[src/rtl/spi_bm_pkg.sv]
package spi_bm_pkg;

    // Serial engine phases: idle, waiting for leading edge, waiting for trailing edge
    typedef enum logic [1:0] {
        ST_IDLE  = 2'd0,
        ST_LEAD  = 2'd1,
        ST_TRAIL = 2'd2
    } phase_t;

endpackage

[src/rtl/spi_bm_tick.sv]
module spi_bm_tick #(
    parameter int DIV_W = 8
) (
    input  logic             clk,
    input  logic             rst_n,
    input  logic             run,
    input  logic [DIV_W-1:0] half,
    output logic             tick
);

    logic [DIV_W-1:0] cnt_q;

    // One pulse every half+1 cycles while running; counter parked at zero otherwise
    assign tick = run && (cnt_q == half);

    always_ff @(posedge clk or negedge rst_n) begin
        if (!rst_n) begin
            cnt_q <= '0;
        end else if (!run || tick) begin
            cnt_q <= '0;
        end else begin
            cnt_q <= cnt_q + DIV_W'(1);
        end
    end

endmodule

[src/rtl/spi_bm_engine.sv]
module spi_bm_engine
    import spi_bm_pkg::*;
#(
    parameter int FRAME_W = 8
) (
    input  logic               clk,
    input  logic               rst_n,
    input  logic               cpol,
    input  logic               cpha,
    input  logic               lsb_first,
    input  logic               start,
    input  logic [FRAME_W-1:0] load_data,
    input  logic               tick,
    input  logic               miso,
    output logic               load,
    output logic               done,
    output logic [FRAME_W-1:0] rx_data,
    output logic               sck,
    output logic               mosi,
    output logic               busy
);

    localparam int CNT_W = (FRAME_W > 1) ? $clog2(FRAME_W) : 1;
    localparam logic [CNT_W-1:0] LAST_BIT = CNT_W'(FRAME_W - 1);

    function automatic logic head(input logic [FRAME_W-1:0] v, input logic lsb);
        return lsb ? v[0] : v[FRAME_W-1];
    endfunction

    function automatic logic [FRAME_W-1:0] advance(input logic [FRAME_W-1:0] v, input logic lsb);
        return lsb ? (v >> 1) : (v << 1);
    endfunction

    phase_t             state_q, state_d;
    logic [CNT_W-1:0]   bit_q;
    logic [FRAME_W-1:0] tx_sr, rx_sr, rx_next;
    logic               sck_q, mosi_q;
    logic               lead_edge, trail_edge, last, sample, drive;

    assign lead_edge  = (state_q == ST_LEAD)  && tick;
    assign trail_edge = (state_q == ST_TRAIL) && tick;
    assign last       = (bit_q == LAST_BIT);
    assign load       = (state_q == ST_IDLE) && start;
    assign done       = trail_edge && last;
    assign sample     = cpha ? trail_edge : lead_edge;
    assign drive      = cpha ? lead_edge : (trail_edge && !last);

    // Received bit enters at the end that matches the chosen order
    always_comb begin
        rx_next = rx_sr;
        if (sample) begin
            if (lsb_first) begin
                rx_next = {miso, rx_sr[FRAME_W-1:1]};
            end else begin
                rx_next = {rx_sr[FRAME_W-2:0], miso};
            end
        end
    end

    // Next-state logic
    always_comb begin
        state_d = state_q;
        unique case (state_q)
            ST_IDLE:  if (start) state_d = ST_LEAD;
            ST_LEAD:  if (tick)  state_d = ST_TRAIL;
            ST_TRAIL: if (tick)  state_d = last ? ST_IDLE : ST_LEAD;
            default:             state_d = ST_IDLE;
        endcase
    end

    // State register
    always_ff @(posedge clk or negedge rst_n) begin
        if (!rst_n) begin
            state_q <= ST_IDLE;
        end else begin
            state_q <= state_d;
        end
    end

    // Outputs and datapath
    always_ff @(posedge clk or negedge rst_n) begin
        if (!rst_n) begin
            bit_q  <= '0;
            tx_sr  <= '0;
            rx_sr  <= '0;
            sck_q  <= 1'b0;
            mosi_q <= 1'b0;
        end else begin
            if (state_q == ST_IDLE) begin
                sck_q <= cpol;
            end else if (tick) begin
                sck_q <= ~sck_q;
            end

            if (load) begin
                bit_q <= '0;
                if (cpha) begin
                    tx_sr <= load_data;
                end else begin
                    mosi_q <= head(load_data, lsb_first);
                    tx_sr  <= advance(load_data, lsb_first);
                end
            end else if (drive) begin
                mosi_q <= head(tx_sr, lsb_first);
                tx_sr  <= advance(tx_sr, lsb_first);
            end

            rx_sr <= rx_next;

            if (trail_edge) begin
                bit_q <= bit_q + CNT_W'(1);
            end
        end
    end

    assign rx_data = rx_next;
    assign sck     = sck_q;
    assign mosi    = mosi_q;
    assign busy    = (state_q != ST_IDLE);

endmodule

[src/rtl/spi_buffered_master.sv]
module spi_buffered_master #(
    parameter int FRAME_W = 8,
    parameter int DIV_W   = 8
) (
    input  logic               clk,
    input  logic               rst_n,
    input  logic               cfg_cpol,
    input  logic               cfg_cpha,
    input  logic               cfg_lsb_first,
    input  logic [DIV_W-1:0]   cfg_half_div,
    input  logic               wr_en,
    input  logic [FRAME_W-1:0] wr_data,
    input  logic               rd_en,
    output logic [FRAME_W-1:0] rd_data,
    input  logic               stat_clr,
    input  logic               cs_we,
    input  logic               cs_wdata,
    output logic               txe,
    output logic               rxne,
    output logic               ovr,
    output logic               busy,
    output logic               sck,
    output logic               mosi,
    input  logic               miso,
    output logic               cs_n
);

    logic [FRAME_W-1:0] tx_buf, rx_buf, rx_word;
    logic               txe_q, rxne_q, ovr_q, cs_q;
    logic               tick, load, done, busy_w;

    spi_bm_tick #(.DIV_W(DIV_W)) u_tick (
        .clk   (clk),
        .rst_n (rst_n),
        .run   (busy_w),
        .half  (cfg_half_div),
        .tick  (tick)
    );

    spi_bm_engine #(.FRAME_W(FRAME_W)) u_engine (
        .clk       (clk),
        .rst_n     (rst_n),
        .cpol      (cfg_cpol),
        .cpha      (cfg_cpha),
        .lsb_first (cfg_lsb_first),
        .start     (!txe_q),
        .load_data (tx_buf),
        .tick      (tick),
        .miso      (miso),
        .load      (load),
        .done      (done),
        .rx_data   (rx_word),
        .sck       (sck),
        .mosi      (mosi),
        .busy      (busy_w)
    );

    always_ff @(posedge clk or negedge rst_n) begin
        if (!rst_n) begin
            tx_buf <= '0;
            txe_q  <= 1'b1;
            rx_buf <= '0;
            rxne_q <= 1'b0;
            ovr_q  <= 1'b0;
            cs_q   <= 1'b1;
        end else begin
            // Load and accepted write are exclusive: load needs txe low, write needs it high
            if (load) begin
                txe_q <= 1'b1;
            end else if (wr_en && txe_q) begin
                tx_buf <= wr_data;
                txe_q  <= 1'b0;
            end

            if (done && rxne_q && !rd_en) begin
                ovr_q <= 1'b1;
            end else if (stat_clr) begin
                ovr_q <= 1'b0;
            end

            if (done) begin
                rx_buf <= rx_word;
                rxne_q <= 1'b1;
            end else if (rd_en) begin
                rxne_q <= 1'b0;
            end

            if (cs_we) begin
                cs_q <= cs_wdata;
            end
        end
    end

    assign rd_data = rx_buf;
    assign txe     = txe_q;
    assign rxne    = rxne_q;
    assign ovr     = ovr_q;
    assign busy    = busy_w;
    assign cs_n    = cs_q;

endmodule

[config.mk]
export PLATFORM = sky130hd
export DESIGN_NAME = spi_buffered_master
export DESIGN_NICKNAME = d
export VERILOG_FILES = /design/src/rtl/spi_bm_pkg.sv /design/src/rtl/spi_bm_tick.sv /design/src/rtl/spi_bm_engine.sv /design/src/rtl/spi_buffered_master.sv
export SDC_FILE = /design/constraint.sdc
export NUM_CORES = 1
export LEC_CHECK = 0
export ABC_AREA = 0
export BUFFER_PORTS_ARGS = -buffer_cell sky130_fd_sc_hd__buf_2
export CAP_MARGIN = 5
export CORE_ASPECT_RATIO = 0.5
export CORE_UTILIZATION = 61
export DETAILED_ROUTE_END_ITERATION = 8
export PLACE_DENSITY = 0.94
export SLEW_MARGIN = 20
export SYNTH_ARGS = -nofsm -noshare
export SYNTH_HDL_FRONTEND = slang
export SYNTH_SLANG_ARGS = --single-unit
[constraint.sdc]
create_clock -name clk -period 4.4 [get_ports clk]
set_input_delay 1.1 -clock clk [delete_from_list [all_inputs] [get_ports clk]]
set_output_delay 1.1 -clock clk [all_outputs]
set_load 0.005 [all_outputs]
; ---- Word level (Yosys, flattened, before mapping)
; Index checks and enable logic that the tools add are counted.
[totals]
regBits = 51
input_bits = 27
out_inout_bits = 15
word_cells = 80
[op_classes]
add_sub_neg = 2
n_eq_ne = 8
n_mux = 30
bitwise = 2
n_reduce_logical = 25
[op_table]
columns = cell, n
row1 = 8-bit two-way mux, 8
row2 = 1-bit two-way mux, 16
row3 = 2-bit nonzero test, 7
row4 = 1-bit logical AND, 9
row5 = "8-bit by 1-bit adder with 8-bit output, second input constant", 1
row6 = 8-bit equality test, 1
row7 = 2-bit two-way mux, 3
row8 = 3-bit two-way mux, 2
row9 = 2-bit case mux with 3 select lines, 1
row10 = 1-bit zero test, 4
row11 = "2-bit by 1-bit inequality test with 1-bit output, second input constant", 2
row12 = "2-bit inequality test, second input constant", 2
row13 = 2-bit AND reduction, 2
row14 = "3-bit by 1-bit adder with 3-bit output, second input constant", 1
row15 = "3-bit equality test, second input constant", 1
row16 = 3-bit AND reduction, 1
row17 = "2-bit by 1-bit equality test with 1-bit output, second input constant", 1
row18 = "2-bit equality test, second input constant", 1
row19 = 2-bit zero test, 1
row20 = 1-bit NOT, 2
row21 = 1-bit logical OR, 1

; ---- Longest topological paths before layout
; Gate-level depths: netlist of run 1.
[logic_depth]
depth_word = 7
mapped_depth = 7
depth_no_buf = 6

; ---- Modules after synthesis
; From an unflattened synthesis of run 1, not the netlist that was laid out.
[hier_totals]
cells_unflattened = 237
hier_area_um2 = 2677.6
[modules_own_cells]
columns = module, n_inst, cells_per_inst, area_each_um2, seq_area_each_um2
row1 = spi_bm_engine, 1, 146, 1421.4, 575.6
row2 = spi_buffered_master, 1, 45, 755.7, 503.0
row3 = spi_bm_tick, 1, 46, 500.5, 200.2

; ---- Worst setup path before layout of run 1
; No wires, ideal clock.
[synth_path]
path_kind = input-to-reg
from = input port cfg_half_div[5]
to = register rx_buf[0], in the netlist rd_data[0]
setup_ps = 125
arrival_time_ps = 2434
t_required_ps = 4275
setup_slack_ps = 1841
cell_stages = 5
path_buffers = 1
cell_sequence = xor2_1 > nor4_4 > and4_1 > buf_4 > mux2_2
[synth_between]
elab_chain_cells = 5
word_cells_on_any_way = 7
cone_classes = eq/ne (1) / mux (2) / reduce/logical (4)
[synth_lines]
columns = item, line_no
row1 = "start, declared", spi_buffered_master.sv:10  ; input logic [DIV_W-1:0] cfg_half_div,
row2 = 8-bit equality test (*), spi_bm_tick.sv:14  ; assign tick = run && (cnt_q == half);
row3 = 1-bit logical AND (*), spi_bm_tick.sv:14
row4 = "1-bit logical AND, on equally long branches", "spi_bm_engine.sv:40, spi_bm_engine.sv:41"
row5 = 1-bit two-way mux, spi_bm_engine.sv:45  ; assign sample = cpha ? trail_edge : lead_edge;
row6 = 8-bit two-way mux, spi_bm_engine.sv:51  ; if (sample) begin
row7 = "end signal, assigned", spi_buffered_master.sv:82  ; rx_buf <= rx_word;
row8 = "end, declared", spi_buffered_master.sv:28  ; logic [FRAME_W-1:0] tx_buf, rx_buf, rx_word;
; Every way passes the cells marked *; elsewhere a longest branch is shown, timed or not.
; A chain may end at the register's enable or synchronous reset.

; ---- Worst setup path after layout of run 1
[layout_path]
from = input port cfg_half_div[5]
to = register rx_buf[7], in the netlist rd_data[7]
; The elaborated chain is that of the path after synthesis.

==> impl_metrics.yaml, run 1 <==
sta:
  post-route-period-util: 0.6281
  finalSetupViolCount: 0
  finalHoldViolCount: 0
  fin_skew_ps: 4.827
  tightest_slew_ps: 761.8
  fin_setup_tns_ps: 0
  finalCriticalPeriod_ps: 2764
  slew_headroom: 0.4903
  max_freq_mhz: 361.9
  rsz0062_at_grt: "false"
  slew_violations: 0
synth:
  synth_fa_ha_area_frac: 0.01384
  synth_seq_cells: 51
  syn_inst: 220
  synth-simple-area-share: 0.09875
  ys_types: 38
  synth.avg_cell_area_um2: 12.32
  yosysWarnings: 0
  synth_top_family_by_area: "multiplexers"
  synth_area_mm2: 0.002711
  synth_compound_area_frac: 0.06876
  synthXorXnorAreaFrac: 0.04522
  syn_nets: 250
  synthMuxAreaShare: 0.2741
  ys_seq_area_frac: 0.4716
clocking:
  cts_root_buf: "clkbuf_8"
  cts.sinks: 51
  clk_pin_slew_worst_paths_ps: 90
  cts_tree: "done"
  cts-resized-gates: 0
  h-tree-depth: 2
  cts_setup_buffers: 0
  clk_latency_ps: 300
  ctsHoldBuffers: 0
  cts_buffer_depth: 2
  cts_buffers: 5
critical_path:
  crit_path_top_delay_cell: "and4_1"
  critical_path_class: "in2reg"
  max_stage_delay_ps: 600
  start_kind: "input pin"
  cp-end-kind: "register"
  cp.arrival_ps: 2960
  required_ps: 4590
  cp_cell_sequence: "buf_2 > xor2_1 > nor4_4 > and4_1 > mux2_2"
  path_max_fanout: 10
cells_and_area:
  drive_gt1_frac: 0.4225
  layout_common_cells: "mux2_2 (55), dfrtp_1 (49), buf_2 (40)"
  seq_area_mm2: 0.001279
  multi_input_area_mm2: 0.001358
  antenna_cells: 0
  final_common_cell: "mux2_2"
  layout.nets: 287
  syn2layout_area_growth_pct: 11.21
  nFillCells: 295
die:
  design.core.area_mm2: 0.004084
  core.rowCount: 16
  die_y_um: 49.15
  initial_core_util: 0.6639
  die_area_mm2: 0.004732
  die_x_um: 96.29
  io_pins: 42
grt:
  grt_overflow: 0
  grt_pass1_vias: 1847
  track_usage: 0.2477
  grt_pass1_wl_um: 8714
  grt_max_degree: 52
  antenna_found_initial: 0
power_and_ir_drop:
  powerDensity_mw_per_mm2: 451.4
  p_total_mw: 1.361
  peakVddDrop_mv: 0.1994
  p_leak_nw: 1.492
run_status:
  outcome: "finished clean"
routing:
  vias: 1831
  avgRoutedWirePerCell_um: 16.30
  drtIter0Drc: 134
  wirelength_um: 5086
  ant_nets: 0
  first_pass_iters: 4
  vias_per_cell: 5.869
  drc: 0
placement:
  globalplace.congestion: 0.8032
  dpl.hpwl_um: 3707
  portBuffers: 41
worst_hold_path:
  hold_class: "reg2reg"
run:
  maxCapViolCount: 0
## through the flow
stage / util / hold WS, ps / std cells / setup slack (ps) / instance area [um^2]
final: 0.7384 / 508.8 / 312 / 1636 / 3015
after global routing: 0.7384 / 530.8 / 312 / 1501 / 3015
after CTS: 0.7377 / 514.4 / 312 / 1673 / 3013
after detailed placement: 0.7169 / 490.9 / 304 / 1356 / 2928
after global placement: 0.7169 / 468.2 / 304 / 1436 / 2928
after floorplan: - / 451.8 / 220 / 1841 / 2711
## final timing paths
path / slack, ps / startpoint / cells after the start / to
max reg2reg: 2090 / u_tick.cnt_q[5]$_DFF_PN0_ / 4 / rd_data[7]$_DFFE_PN0P_
max: 1640 / cfg_half_div[5] / 5 / rd_data[7]$_DFFE_PN0P_
min in group asynchronous: 800 / rst_n / 1 / rd_data[6]$_DFFE_PN0P_
min: 510 / ovr$_DFFE_PN0P_ / 1 / ovr$_DFFE_PN0P_
max in group asynchronous: 3170 / rst_n / 1 / u_tick.cnt_q[1]$_DFF_PN0_
min reg2reg: 510 / ovr$_DFFE_PN0P_ / 1 / ovr$_DFFE_PN0P_
## routing by layer
metal | part of all wire | vias up | global-route usage
li1 | - | 878 | -
met1 | 0.45 | 912 | 0.3302
met2 | 0.50 | 35 | 0.4054
met3 | 0.033 | 6 | 0.05763
met4 | 0.013 | 0 | 0.07463
met5 | 0 | - | 0
## cells in the mapped netlist
library cell  number  area (um^2)
nand2_1            7        26.28
and4_1             1        8.760
a311oi_1           1        8.760
buf_2              6        30.03
dfrtp_1           49         1226
buf_4              2        15.01
o21a_1             1        7.510
mux2i_1            9        90.09
a31oi_1            1        6.260
a21oi_1            3        15.01
nor4_4             2        42.54
a221o_1            9        90.09
mux2_1             1        11.26
ha_1               3        37.54
inv_1              5        18.77
nor2_1            14        52.55
a31oi_2            1        12.51
a32o_1             1        10.01
or3_1              1        6.260
and3_1             3        18.77
nand3_1            3        15.01
xor2_1            10        87.58
nor2b_1            4        25.02
and2_1             1        6.260
clkbuf_1           2        7.510
o21ai_0            1        5.000
nor3_1             9        45.04
buf_1              1        3.750
mux2_2            55        619.3
dfstp_2            2        52.55
and2_0             1        6.260
a22o_1             1        8.760
nand3b_1           1        7.510
nor3b_1            1        7.510
a22oi_1            1        7.510
a21o_1             2        15.01
mux4_2             1        22.52
xnor2_1            4        35.03
## sequential cells by signal, indices dropped and copies added (netlist names)
register,cells
tx_buf,8
u_tick.cnt_q,8
u_engine.sck,1
u_engine.tx_sr,8
u_engine.state_q,2
ovr,1
rxne,1
u_engine.bit_q,3
txe,1
u_engine.mosi,1
cs_n,1
u_engine.rx_sr,8
rd_data,8
## critical path, delay by kind of cell
| kind | cells | cell delay (ps) |
|---|---|---|
| buffers and inverters | 1 | 100 |
| muxes | 1 | 400 |
| and+or+nand+nor | 2 | 1170 |
| xor gates and xnor gates | 1 | 180 |
## final cells by class
class / instances / share of cell area
Multi-Input combinational cell: 153 / 0.4502
Sequential cell: 51 / 0.4241
Timing Repair Buffer: 41 / 0.06888
Clock buffer: 6 / 0.02407
Tap cell: 54 / 0.02241
Inverter: 5 / 0.006224
Clock inverter: 2 / 0.004149
## logic make-up (layout without fill, tap and decap cells)
family                     Yosys count  count (layout)
muxes                               66              66
DFF                                 51              51
and+or+nand+nor                     48              48
AOI/OAI and AO/OA                   22              22
buffers and inverters               16              54
xor gates and xnor gates            14              14
adders and majority gates            3               3
## report_power, final
part / total [mW] / internal, mW / switching (mW)
Combinational: 0.394 / 0.219 / 0.174
Clock: 0.268 / 0.112 / 0.156
Sequential: 0.699 / 0.585 / 0.115
(Power assumes the default switching activity.)
==> run 2: changes to the inputs <==
ABC_AREA = 1   (was 0)
CORE_UTILIZATION = 57   (was 61)
PLACE_DENSITY = 0.89   (was 0.94)
clock period = 2.6 ns   (was 4.4 ns; I/O delays follow)
==> run 2 against run 1 <==
Design area increased by 3.7%. Global-route usage down 0.83 points. Hold slack worse by 61 ps. Routed wire length increased by 12%. Flip-flop and latch count is the same. Combinational power increased by 90%. Die area rose by 8.7%. Register-to-register slack worse by 1300 ps. Clock power increased by 74%. Synthesized cell count up 61%. Count of clock-buffer cells in the layout is 1 lower. Total power increased by 73%. Critical path type unchanged. Largest cell class is now flip-flops and latches.
==> impl_metrics.yaml, run 2 <==
sta:
  max_freq_mhz: 511.6
  finalSetupViolCount: 0
  slew_headroom: 0.5592
  finalCriticalPeriod_ps: 1955
  finalHoldViolCount: 0
  tightest_slew_ps: 658.8
  fin_setup_tns_ps: 0
  rsz0062_at_grt: "false"
  slew_violations: 0
  fin_skew_ps: 4.235
  post-route-period-util: 0.7518
die:
  core.rowCount: 17
  design.core.area_mm2: 0.004531
  die_x_um: 100.4
  die_area_mm2: 0.005144
  io_pins: 42
  die_y_um: 51.22
  initial_core_util: 0.6095
synth:
  synth.avg_cell_area_um2: 7.801
  synth_top_area_cell: "dfrtp_1"
  synth_area_leaders: "dfrtp_1 (44%), nand2_1 (15%), inv_1 (6.3%)"
  ys_top_cells_by_count: "nand2_1 (108), dfrtp_1 (49), inv_1 (46), nand3_1 (28), nor2_1 (24)"
  synth_seq_cells: 51
  yosysWarnings: 0
  synth_fa_ha_area_frac: 0.01359
  synth-simple-area-share: 0.3362
  synth_edf_count: 0
  synth_top_area_frac: 0.4440
  synthMuxAreaShare: 0.01223
  synth_compound_area_frac: 0.08926
  ys_seq_area_frac: 0.4631
  synth_top_family_by_area: "simple AND/OR/NAND/NOR gates"
  synthXorXnorAreaFrac: 0.006343
  synth_ff_type: "dfrtp_1"
  ys_types: 32
  synth_area_mm2: 0.002761
  synth.most_common_cell: "nand2_1"
  synth-async-reset-ratio: 1.000
  syn_inst: 354
  syn_nets: 384
critical_path:
  cp.arrival_ps: 2140
  critical_path_class: "in2reg"
  rrSetupSlack_ps: 760
  rr_startpoint: "u_engine.state_q[0]$_DFFE_PN0P_"
  reg2reg_to: "u_engine.mosi$_DFFE_PN0P_"
  max_stage_delay_ps: 370
  crit_path_top_delay_cell: "buf_2"
  required_ps: 2780
  cp_cell_sequence: "buf_2 > clkinv_1 > nand2_1 > inv_1 > a22oi_1 > o21ai_0 > nand2_1 > o21ai_0"
  start_kind: "input pin"
  reg2regPathDepth: 7
  path_max_fanout: 29
  cp-end-kind: "register"
placement:
  portBuffers: 41
  place_area_mm2: 0.003033
  globalplace.congestion: 0.8976
  dpl.hpwl_um: 4026
run_status:
  outcome: "finished clean"
cells_and_area:
  layout_common_cells: "nand2_1 (108), dfrtp_1 (49), inv_1 (46)"
  design_area_mm2: 0.003126
  layout.nets: 427
  antenna_cells: 0
  nFillCells: 354
  final_common_cell: "nand2_1"
  drive_gt1_frac: 0.1809
  syn2layout_area_growth_pct: 13.19
clocking:
  cts_buffers: 5
  clk_latency_ps: 300
  cts.sinks: 51
  cts-resized-gates: 0
  h-tree-depth: 2
  cts_buffer_depth: 2
  cts_tree: "done"
  cts_setup_buffers: 0
  cts_root_buf: "clkbuf_8"
  ctsHoldBuffers: 0
  clk_pin_slew_worst_paths_ps: 90
power_and_ir_drop:
  p_clk_frac: 0.198
  peakVddDrop_mv: 0.3496
  p_int_mw: 1.475
  swShare: 0.3736
  power_switching_mw: 0.8798
  powerDensity_mw_per_mm2: 753.4
  pwr-share-comb: 0.319
  p_leak_nw: 1.686
  seqPwrFrac: 0.483
grt:
  antenna_found_initial: 0
  track_usage: 0.2394
  grt_pass1_vias: 2279
  grt_pass1_wl_um: 9473
  grt_overflow: 0
  grt_max_degree: 52
routing:
  drtIter0Drc: 144
  ant_nets: 0
  vias: 2430
  wirelength_um: 5673
  drc: 0
  first_pass_iters: 5
  avgRoutedWirePerCell_um: 12.23
  vias_per_cell: 5.237
worst_hold_path:
  hold_class: "in2async"
run:
  maxCapViolCount: 0
-- run 2: cell types whose count changed in the layout (fill, tap and decap cells not counted), sizes merged, moves of 6 or more --
| cell | previous run | this run |
|---|---|---|
| a21oi | 3 | 9 |
| a221o | 9 | 0 |
| and2 | 2 | 8 |
| inv | 5 | 51 |
| mux2 | 56 | 3 |
| mux2i | 9 | 0 |
| nand2 | 7 | 112 |
| nand3 | 3 | 33 |
| nand4 | 0 | 6 |
| nor2 | 14 | 28 |
| o21ai | 1 | 22 |
| xor2 | 10 | 2 |
-- run 2: worst max-delay path by stage --
stage	startpoint	endpoint
global placement	cfg_lsb_first	u_engine.tx_sr[7]$_DFFE_PN0P_
detailed placement	cfg_lsb_first	u_engine.tx_sr[7]$_DFFE_PN0P_
floorplan	cfg_half_div[2]	u_engine.rx_sr[7]$_DFF_PN0_
finish	cfg_lsb_first	u_engine.tx_sr[7]$_DFFE_PN0P_
CTS	cfg_lsb_first	u_engine.tx_sr[7]$_DFFE_PN0P_
global route	cfg_lsb_first	u_engine.tx_sr[7]$_DFFE_PN0P_
-- run 2: layout make-up --
class | count | area [um^2] | area share
Inverter | 52 | 195.2 | 0.06245
Clock inverter | 3 | 23.77 | 0.007606
Clock buffer | 5 | 68.82 | 0.02202
Tap cell | 66 | 82.58 | 0.02642
Multi-Input combinational cell | 245 | 1264 | 0.4043
Sequential cell | 51 | 1279 | 0.4091
Timing Repair Buffer | 42 | 212.7 | 0.06805
-- run 2: worst max-delay path: cells and delay by family --
family,cells,cell delay (ps)
AO/OA/AOI/OAI,3,330
buffers and inverters,3,840
AND/OR/NAND/NOR,2,330
-- run 2: kinds of logic (layout without fill, tap and decap cells) --
logic type / count (synthesis) / in the layout
AO/OA/AOI/OAI: 43 / 43
buffers and inverters: 58 / 102
XOR/XNOR: 2 / 2
multiplexers: 3 / 3
adder cells (fa/ha/maj): 3 / 3
AND/OR/NAND/NOR: 194 / 194
flip-flops: 51 / 51
-- run 2: metrics by stage --
stage	hold slack (ps)	cells	worst slack (ps)	util	power (mW)
after floorplan	354.4	354	827.4	-	1.682
after global routing	495.8	464	493.9	0.6899	2.536
after global placement	450.0	456	509.9	0.6694	1.860
final	447.7	464	645.2	0.6899	2.355
after CTS	469.4	464	702.9	0.6899	2.365
after detailed placement	459.5	456	388.8	0.6694	1.895
-- run 2: layer usage --
| metal | up-vias | track usage | share of wire |
|---|---|---|---|
| met5 | - | 0 | 0 |
| met2 | 72 | 0.4292 | 0.48 |
| met4 | 0 | 0.08213 | 0.013 |
| li1 | 1220 | - | - |
| met3 | 11 | 0.05062 | 0.044 |
| met1 | 1127 | 0.2920 | 0.46 |
-- run 2: power by group through the flow --
stage	combinational, mW	sequential (mW)	clock (mW)
final	0.750	1.14	0.467
after floorplan	0.565	1.12	0
after global placement	0.719	1.14	0
after detailed placement	0.746	1.15	0
after CTS	0.752	1.13	0.478
after global routing	0.866	1.15	0.515
==> run 3: changes to the inputs <==
clock period = 2 ns   (was 2.6 ns; I/O delays follow)
==> run 3 against run 2 <==
Die area is the same. Combinational power grew 35%. Register-to-register slack lost 570 ps. Global-route usage grew 1.2 points. Total power grew 34%. Routed wire length grew 3.3%. Largest cell class unchanged. Via count grew 1.6%.
==> impl_metrics.yaml, run 3 (synthesis results as in run 2) <==
clocking:
  ctsHoldBuffers: 0
  cts_setup_buffers: 0
  cts-resized-gates: 0
  clk_pin_slew_worst_paths_ps: 90
  clk_latency_ps: 300
  h-tree-depth: 2
  cts_buffer_depth: 2
  cts_root_buf: "clkbuf_8"
  cts_buffers: 5
  cts_tree: "done"
  cts.sinks: 51
cells_and_area:
  layout.nets: 432
  instances_no_fill: 469
  syn2layout_area_growth_pct: 15.41
  drive_gt1_frac: 0.1911
  final_common_cell: "nand2_1"
  antenna_cells: 0
  layout_common_cells: "nand2_1 (108), dfrtp_1 (49), inv_1 (46)"
sta:
  fin_setup_tns_ps: 0
  rsz0062_at_grt: "false"
  slew_violations: 0
  max_freq_mhz: 552.2
  slew_headroom: 0.6392
  hold_ws_ps: 168.6
  tightest_slew_ps: 541.2
  fin_skew_ps: 4.913
  finalHoldViolCount: 0
  finalSetupViolCount: 0
  finalCriticalPeriod_ps: 1811
  post-route-period-util: 0.9054
routing:
  drtIter0Drc: 101
  wl_met3_um: 280
  vias_per_cell: 5.267
  avgRoutedWirePerCell_um: 12.50
  first_pass_iters: 5
  highest_layer: "met4"
  vias: 2470
  drc: 0
  wirelength_um: 5861
  wl_met1_um: 2644
  dr_wl_met2_um: 2882
  ant_nets: 0
die:
  design.core.area_mm2: 0.004531
  die_y_um: 51.22
  core.rowCount: 17
  initial_core_util: 0.6095
  die_area_mm2: 0.005144
  io_pins: 42
  die_x_um: 100.4
placement:
  dp_cells: 461
  dpl.hpwl_um: 4371
  portBuffers: 41
  globalplace.congestion: 0.8464
grt:
  antenna_found_initial: 0
  track_usage: 0.2515
  grt_overflow: 0
  grt_pass1_wl_um: 9984
  grt_max_degree: 30
  grt_pass1_vias: 2383
worst_hold_path:
  hold_class: "in2async"
critical_path:
  cp.arrival_ps: 2010
  reg2regPathDepth: 11
  start_kind: "register"
  critical_path_class: "reg2reg"
  required_ps: 2200
  rr_startpoint: "u_tick.cnt_q[5]$_DFF_PN0_"
  reg2reg_to: "u_engine.mosi$_DFFE_PN0P_"
  cp-end-kind: "register"
  rrSetupSlack_ps: 190
  path_max_fanout: 9
power_and_ir_drop:
  seqPwrFrac: 0.472
  p_int_mw: 1.998
  p_total_mw: 3.148
  p_clk_frac: 0.208
  swShare: 0.3654
  p_leak_nw: 1.724
  powerDensity_mw_per_mm2: 987.9
  pwr-share-comb: 0.321
  peakVddDrop_mv: 0.4313
  power_switching_mw: 1.150
run:
  maxCapViolCount: 0
run_status:
  outcome: "finished clean"
## run 3: metrics by stage
step	area, um^2	util	setup slack [ps]
after floorplan	2761	-	377.4
after detailed placement	3083	0.6805	42.19
final	3187	0.7034	189.2
after CTS	3187	0.7034	201.8
after global routing	3187	0.7034	17.99
after global placement	3083	0.6805	127.3
## run 3: worst max-delay path, cell delays in order, from the launching register on
cell and delay, ps:
dfrtp_1 410, inv_1 70, nand2_1 60, nand2_1 40, nor2_1 120, nand2_1 140, nor2_8 240, nand3_2 250
nand3_2 190, nand2_1 70, nand2_1 70, nand2_1 50
## run 3: per-layer routing
layer | vias up | GRT usage
met2 | 81 | 0.4543
met1 | 1148 | 0.3045
li1 | 1234 | -
met3 | 7 | 0.04514
met5 | - | 0
met4 | 0 | 0.09903
## run 3: worst max-delay path by stage
| stage | slack (ps) | to | start |
|---|---|---|---|
| floorplan | 380 | u_engine.rx_sr[7]$_DFF_PN0_ | cfg_half_div[2] |
| global placement | 130 | u_engine.mosi$_DFFE_PN0P_ | cfg_half_div[5] |
| detailed placement | 40 | u_engine.mosi$_DFFE_PN0P_ | cfg_half_div[0] |
| CTS | 200 | u_engine.mosi$_DFFE_PN0P_ | u_tick.cnt_q[5]$_DFF_PN0_ |
| global route | 20 | u_engine.mosi$_DFFE_PN0P_ | u_tick.cnt_q[5]$_DFF_PN0_ |
| finish | 190 | u_engine.mosi$_DFFE_PN0P_ | u_tick.cnt_q[5]$_DFF_PN0_ |
## run 3: power groups by stage
stage               sequential (mW)  clock [mW]  combinational (mW)
floorplan                      1.45           0               0.734
finish                         1.49       0.654                1.01
detailed placement             1.50           0               0.997
global placement               1.48           0               0.944
global route                   1.50       0.705                1.15
CTS                            1.48       0.664                1.01
## run 3: layout make-up
type	count	area (um^2)
repair buffers	47	262.8
inverters	52	195.2
fillers	343	1344
multi-input cells	245	1264
flip-flops and latches	51	1279
clock buffers	7	96.34
clock inverters	1	7.507
well taps	66	82.58
